File: src/rtl/leg_pkg.sv
package leg_pkg;

  // Conduction state of one half-bridge leg
  typedef enum logic [1:0] {
    LEG_OFF = 2'b00,
    LEG_HI  = 2'b01,
    LEG_LO  = 2'b10
  } leg_state_e;

  localparam int unsigned NUM_CMD = 2;
  localparam int unsigned IDX_HI  = 1;
  localparam int unsigned IDX_LO  = 0;

endpackage

File: src/rtl/cmd_glitch_filter.sv
module cmd_glitch_filter #(
  parameter int unsigned FILT_CYC = 35
) (
  input  logic clk_i,
  input  logic rst_ni,
  input  logic raw_i,
  output logic clean_o
);
  localparam int unsigned CW = (FILT_CYC < 2) ? 1 : $clog2(FILT_CYC);
  localparam logic [CW-1:0] LAST = CW'(FILT_CYC - 1);

  logic          clean_q, clean_d;
  logic [CW-1:0] cnt_q, cnt_d;
  logic          differ;

  assign differ = raw_i != clean_q;

  always_comb begin
    clean_d = clean_q;
    cnt_d   = '0;
    if (differ) begin
      if (cnt_q == LAST) begin
        clean_d = raw_i;
        cnt_d   = '0;
      end else begin
        cnt_d = cnt_q + 1'b1;
      end
    end
  end

  always_ff @(posedge clk_i or negedge rst_ni) begin
    if (!rst_ni) begin
      clean_q <= 1'b0;
      cnt_q   <= '0;
    end else begin
      clean_q <= clean_d;
      cnt_q   <= cnt_d;
    end
  end

  assign clean_o = clean_q;

  // the cleaned level only ever moves toward the value last sampled
  assert_follow_input_R6: assert property (@(posedge clk_i) disable iff (!rst_ni)
    (clean_q != $past(clean_q)) |-> ($past(raw_i) == clean_q));

  // a single sample that agrees with the cleaned level discards the count
  assert_count_restart_R6: assert property (@(posedge clk_i) disable iff (!rst_ni)
    (raw_i == clean_q) |=> (cnt_q == '0));

endmodule

File: src/rtl/leg_dead_timer.sv
module leg_dead_timer #(
  parameter int unsigned DEAD_CYC = 46
) (
  input  logic clk_i,
  input  logic rst_ni,
  input  logic restart_i,
  output logic ready_o
);
  localparam int unsigned CW = (DEAD_CYC < 2) ? 1 : $clog2(DEAD_CYC);
  localparam logic [CW-1:0] LAST = CW'(DEAD_CYC - 1);

  logic [CW-1:0] cnt_q, cnt_d;
  logic          cnt_en;

  assign cnt_en = cnt_q != LAST;

  always_comb begin
    cnt_d = cnt_q;
    if (restart_i) begin
      cnt_d = '0;
    end else if (cnt_en) begin
      cnt_d = cnt_q + 1'b1;
    end
  end

  always_ff @(posedge clk_i or negedge rst_ni) begin
    if (!rst_ni) begin
      cnt_q <= '0;
    end else begin
      cnt_q <= cnt_d;
    end
  end

  assign ready_o = cnt_q == LAST;

  // a restart always withholds permission in the following cycle
  assert_restart_blocks_R3: assert property (@(posedge clk_i) disable iff (!rst_ni)
    restart_i |=> !ready_o);

  // once granted, permission persists until the next restart
  assert_ready_holds_R3: assert property (@(posedge clk_i) disable iff (!rst_ni)
    (ready_o && !restart_i) |=> ready_o);

endmodule

File: src/rtl/leg_arbiter.sv
module leg_arbiter
  import leg_pkg::*;
(
  input  logic clk_i,
  input  logic rst_ni,
  input  logic hi_cmd_i,
  input  logic lo_cmd_i,
  input  logic force_i,
  input  logic ready_i,
  output logic restart_o,
  output logic hi_on_o,
  output logic lo_on_o
);
  leg_state_e state_q, state_d;

  always_comb begin
    state_d = state_q;
    unique case (state_q)
      LEG_OFF: begin
        if (ready_i && hi_cmd_i && !lo_cmd_i) begin
          state_d = LEG_HI;
        end else if (ready_i && lo_cmd_i && !hi_cmd_i) begin
          state_d = LEG_LO;
        end
      end
      LEG_HI: begin
        if (!hi_cmd_i) state_d = LEG_OFF;
      end
      LEG_LO: begin
        if (!lo_cmd_i) state_d = LEG_OFF;
      end
      default: state_d = LEG_OFF;
    endcase
    if (force_i) state_d = LEG_OFF;
  end

  always_ff @(posedge clk_i or negedge rst_ni) begin
    if (!rst_ni) begin
      state_q <= LEG_OFF;
    end else begin
      state_q <= state_d;
    end
  end

  assign restart_o = force_i || ((state_q != LEG_OFF) && (state_d == LEG_OFF));
  assign hi_on_o   = state_q == LEG_HI;
  assign lo_on_o   = state_q == LEG_LO;

  // a conducting high side keeps conducting while its own command holds
  assert_hi_keeps_R1: assert property (@(posedge clk_i) disable iff (!rst_ni)
    (hi_on_o && hi_cmd_i && !force_i) |=> (hi_on_o && !lo_on_o));

  // same for the low side
  assert_lo_keeps_R1: assert property (@(posedge clk_i) disable iff (!rst_ni)
    (lo_on_o && lo_cmd_i && !force_i) |=> (lo_on_o && !hi_on_o));

  // simultaneous requests from the idle state start nothing
  assert_both_idle_R7: assert property (@(posedge clk_i) disable iff (!rst_ni)
    (!hi_on_o && !lo_on_o && hi_cmd_i && lo_cmd_i) |=> (!hi_on_o && !lo_on_o));

  // no switch turns on without permission from the off-time timer
  assert_needs_ready_R3: assert property (@(posedge clk_i) disable iff (!rst_ni)
    (!hi_on_o && !lo_on_o && !ready_i) |=> (!hi_on_o && !lo_on_o));

endmodule

File: src/rtl/leg_interlock.sv
module leg_interlock
  import leg_pkg::*;
#(
  parameter int unsigned FILT_CYC = 35,
  parameter int unsigned DEAD_CYC = 46
) (
  input  logic clk_i,
  input  logic rst_ni,
  input  logic hi_cmd_i,
  input  logic lo_cmd_i,
  input  logic force_off_i,
  output logic hi_gate_o,
  output logic lo_gate_o
);
  localparam int unsigned OW = $clog2(DEAD_CYC + 1);
  localparam logic [OW-1:0] OFF_MAX = OW'(DEAD_CYC);

  logic [NUM_CMD-1:0] cmd_raw;
  logic [NUM_CMD-1:0] cmd_clean;
  logic               restart, ready;
  logic               hi_on, lo_on;

  assign cmd_raw[IDX_HI] = hi_cmd_i;
  assign cmd_raw[IDX_LO] = lo_cmd_i;

  for (genvar g = 0; g < NUM_CMD; g++) begin : g_filt
    cmd_glitch_filter #(
      .FILT_CYC(FILT_CYC)
    ) u_filt (
      .clk_i  (clk_i),
      .rst_ni (rst_ni),
      .raw_i  (cmd_raw[g]),
      .clean_o(cmd_clean[g])
    );
  end

  leg_dead_timer #(
    .DEAD_CYC(DEAD_CYC)
  ) u_timer (
    .clk_i    (clk_i),
    .rst_ni   (rst_ni),
    .restart_i(restart),
    .ready_o  (ready)
  );

  leg_arbiter u_arb (
    .clk_i    (clk_i),
    .rst_ni   (rst_ni),
    .hi_cmd_i (cmd_clean[IDX_HI]),
    .lo_cmd_i (cmd_clean[IDX_LO]),
    .force_i  (force_off_i),
    .ready_i  (ready),
    .restart_o(restart),
    .hi_on_o  (hi_on),
    .lo_on_o  (lo_on)
  );

  assign hi_gate_o = hi_on && !force_off_i;
  assign lo_gate_o = lo_on && !force_off_i;

  // Independent run-length of cycles with both switches off, used only by checks
  logic [OW-1:0] off_run_q, off_run_d;

  always_comb begin
    off_run_d = '0;
    if (!hi_on && !lo_on) begin
      off_run_d = (off_run_q == OFF_MAX) ? off_run_q : off_run_q + 1'b1;
    end
  end

  always_ff @(posedge clk_i or negedge rst_ni) begin
    if (!rst_ni) begin
      off_run_q <= '0;
    end else begin
      off_run_q <= off_run_d;
    end
  end

  // never both gates at once
  assert_no_overlap_R2: assert property (@(posedge clk_i) disable iff (!rst_ni)
    $onehot0({hi_gate_o, lo_gate_o}));

  // low side turns on only after the full off interval
  assert_lo_offtime_R3: assert property (@(posedge clk_i) disable iff (!rst_ni)
    $rose(lo_on) |-> (off_run_q == OFF_MAX));

  // high side uses the same off interval
  assert_hi_offtime_R4: assert property (@(posedge clk_i) disable iff (!rst_ni)
    $rose(hi_on) |-> (off_run_q == OFF_MAX));

  // supervisor shutdown wins in the same cycle
  assert_force_low_R8: assert property (@(posedge clk_i) disable iff (!rst_ni)
    force_off_i |-> (!hi_gate_o && !lo_gate_o));

endmodule

File: config.mk
export PLATFORM = sky130hd
export DESIGN_NAME = leg_interlock
export DESIGN_NICKNAME = d
export VERILOG_FILES = /design/src/rtl/leg_pkg.sv /design/src/rtl/cmd_glitch_filter.sv /design/src/rtl/leg_dead_timer.sv /design/src/rtl/leg_arbiter.sv /design/src/rtl/leg_interlock.sv
export SDC_FILE = /design/constraint.sdc
export NUM_CORES = 1
export LEC_CHECK = 0
export BUFFER_PORTS_ARGS = -buffer_cell sky130_fd_sc_hd__buf_2
export CORE_MARGIN = 3
export CORE_UTILIZATION = 50
export CTS_BUF_LIST = sky130_fd_sc_hd__clkbuf_2 sky130_fd_sc_hd__clkbuf_4 sky130_fd_sc_hd__clkbuf_8
export DETAILED_ROUTE_END_ITERATION = 12
export HOLD_SLACK_MARGIN = 0.02
export PLACE_DENSITY = 0.68
export REMOVE_ABC_BUFFERS = 1
export SLEW_MARGIN = 20
export SYNTH_ARGS = -nofsm -noshare
export SYNTH_HDL_FRONTEND = slang
export SYNTH_SLANG_ARGS = --single-unit
File: constraint.sdc
create_clock -name clk_i -period 2.09 [get_ports clk_i]
set_clock_uncertainty 0.2 [all_clocks]
set_input_delay 0.3135 -clock clk_i [delete_from_list [all_inputs] [get_ports clk_i]]
set_output_delay 0.3135 -clock clk_i [all_outputs]
set_load 0.01 [all_outputs]
==> flow_metrics.env <==
export IMPL_run_status="finished clean"
export IMPL_fin_cells=144
export IMPL_critPathSlowestCell="dfrtp_1"
export IMPL_gp_congestion=0.792
export IMPL_antenna_found_initial=0
export IMPL_routed_top_layer="met3"
export IMPL_dr_pass1_iters=3
export IMPL_fp_dieH_um=53.3
export IMPL_place_area_mm2=0.00118
export IMPL_num_vias=775
export IMPL_ys_ff_latch=22
export IMPL_fp_row_count=16
export IMPL_synth_edf_count=0
export IMPL_final_antenna_net_count=0
export IMPL_syn_area_per_cell_um2=10.6
export IMPL_cts_root_buf="clkbuf_4"
export IMPL_netlist_instances=106
export IMPL_clock_path_buffers=2
export IMPL_met2_length_um=927
export IMPL_wl_met3_um=31
export IMPL_grt_pass1_vias=824
export IMPL_setup_viol=0
export IMPL_fmax_mhz=563
export IMPL_antenna_cells=0
export IMPL_yosysWarnings=0
export IMPL_peakVddDrop_uv=455
export IMPL_hold_class="input port to register"
export IMPL_placed_cells=139
export IMPL_hold_viol=0
export IMPL_wl_um=1850
export IMPL_finalMaxSlewViolations=0
export IMPL_cp_slowest_stage_delay_ps=460
export IMPL_fin_crit_sh_pct=84.9
export IMPL_grt_pass1_wl_um=3300
export IMPL_async_flop_share_pct=100
export IMPL_wl_met1_um=891
export IMPL_wl_per_cell_um=12.8
export IMPL_multi_input_area_um2=546
export IMPL_crit_arrival_ps=1800
export IMPL_ys_flop_type="dfrtp_1"
export IMPL_nNetsFinal=129
export IMPL_timing_setup_tns_ps=0
export IMPL_htree_levels=1
export IMPL_post_route_cell_area_mm2=0.00124
export IMPL_seq_area_um2=551
export IMPL_grt_max_degree=23
export IMPL_grt_usage_pct=15.7
export IMPL_cts_num_sinks=22
export IMPL_clock_latency_ps=300
export IMPL_whs_ps=62.9
export IMPL_total_power_mw=0.851
export IMPL_drc=0
export IMPL_grt_overflow=0
export IMPL_critical_path_class="register to register"
export IMPL_ios=7
export IMPL_leakagePower_nw=0.542
export IMPL_cp_required_ps=2110
export IMPL_crit_path_max_fanout=6
export IMPL_max_cap_violations=0
export IMPL_drt_iter0_markers=5
export IMPL_drive_above_1_share_pct=17.9
export IMPL_cts_buffers=3
export IMPL_cp_start_kind="register"
export IMPL_tightest_slew_ps=486
export IMPL_rsz0062_at_grt="no"
export IMPL_r2r_start="u_timer.cnt_q[1]"
export IMPL_design_die_area_mm2=0.00284
export IMPL_end_kind="register"
export IMPL_rr_worst_depth=5
export IMPL_cts_tree="built"
export IMPL_portBuffers=6
export IMPL_path_cells="inv_1 -> ha_1 -> nand2_1 -> or3_1 -> a211oi_2"
export IMPL_hp_start="hi_cmd_i"
export IMPL_cp_startpoint="u_timer.cnt_q[1]"
export IMPL_synth_area_mm2=0.00112
export IMPL_dp_hpwl_um=1340
export IMPL_die_x_um=53.3
export IMPL_fillCellCount=190
export IMPL_ys_seq_area_share_pct=49.2
export IMPL_core_mm2=0.00204
export IMPL_syn_to_final_growth_pct=11.0
export IMPL_min_period_ps=1770
export IMPL_ys_types=29
export IMPL_clk_pin_slew_worst_paths_ps=120
export IMPL_relSlewSlack_pct=67.6
export IMPL_start_util_pct=54.8
export IMPL_routed_via_density=5.38
export IMPL_hold_path_depth=2
export IMPL_powerDensity_mw_per_mm2=686
## layer usage
metal	GRT usage, %	vias to the layer above
met2	29.2	3
met3	2.54	0
met5	0	-
met4	5.11	0
met1	17.9	381
li1	-	391
## metrics by stage
stage / utilization (%) / setup WS (ps)
floorplan: - / 492
global placement: 57.7 / 437
detailed placement: 57.7 / 341
CTS: 60.8 / 319
global route: 60.8 / 218
finish: 60.8 / 315
## flip-flops by register name, indices dropped and copies added (netlist names)
register,count
u_arb.state_q,2
g_filt.u_filt.cnt_q,12
g_filt.u_filt.clean_o,2
u_timer.cnt_q,6
## power by group
group / switching, mW / internal [mW]
Clock: 0.123 / 0.194
Sequential: 0.0233 / 0.443
Combinational: 0.0370 / 0.0311
## final cells by class
cell class	instances	area share (%)
flip-flops and latches	22	44.4
multi-input cells	80	44.0
repair buffers	8	3.83
well taps	27	2.72
clock inverters	1	2.42
clock buffers	3	1.81
inverters	3	0.907
## placed cells by master, fill, tap and decap left out, drive strengths merged, types with 2 or more instances in the layout
master | netlist | routed
dfrtp | 22 | 22
xnor2 | 5 | 5
nand2 | 8 | 8
nand3 | 9 | 9
or3 | 4 | 4
clkbuf | 0 | 3
a211oi | 2 | 2
and2 | 2 | 2
inv | 3 | 3
buf | 1 | 7
ha | 6 | 6
xor2 | 5 | 5
nor3b | 3 | 3
o31ai | 2 | 2
a21oi | 5 | 5
o21ai | 3 | 3
nor2 | 14 | 14
mux2 | 2 | 2
## synthesized netlist by cell type, drive strengths merged (2+ instances only)
library cell | count | share of area (%)
a211oi | 2 | 2.2
a21oi | 5 | 2.2
and2 | 2 | 1.1
dfrtp | 22 | 49
ha | 6 | 6.7
inv | 3 | 1.0
mux2 | 2 | 2.0
nand2 | 8 | 2.9
nand3 | 9 | 4.0
nor2 | 14 | 4.7
nor3b | 3 | 2.5
o21ai | 3 | 1.3
o31ai | 2 | 2.2
or3 | 4 | 2.2
xnor2 | 5 | 3.9
xor2 | 5 | 3.9
## cell families after synthesis
family | count (synthesis) | synth area share [%]
xor+xnor | 10 | 7.83
simple gates | 46 | 21.3
mux | 2 | 2.01
compound gates | 16 | 11.0
fa+ha+maj | 6 | 6.71
flops | 22 | 49.2
buf+inv | 4 | 2.01
## worst max-delay path: cells and delay by family (launching register included)
| family | cells | cell delay [ps] |
|---|---|---|
| adder cells (fa/ha/maj) | 1 | 140 |
| flip-flops | 1 | 460 |
| buffers and inverters | 1 | 80 |
| AO/OA/AOI/OAI | 1 | 270 |
| AND/OR/NAND/NOR | 2 | 540 |
## worst paths after layout
path	to	slack, ps
worst max register to register	u_timer.cnt_q[1]	320
worst min-delay path	g_filt[1].u_filt.clean_o	60
worst max-delay path	u_timer.cnt_q[1]	320
min in group asynchronous	g_filt[1].u_filt.cnt_q[2]	290
max in group asynchronous	g_filt[0].u_filt.cnt_q[0]	1070
worst min register to register	g_filt[0].u_filt.cnt_q[0]	320
## timing repair
item                                   4_1_cts  5_1_grt
gates resized for setup                      0        0
endpoints found under the hold margin       22        0
buffers inserted                             0        0
hold buffers                                 1        0
No activity file was read; power rests on OpenSTA's default activity.
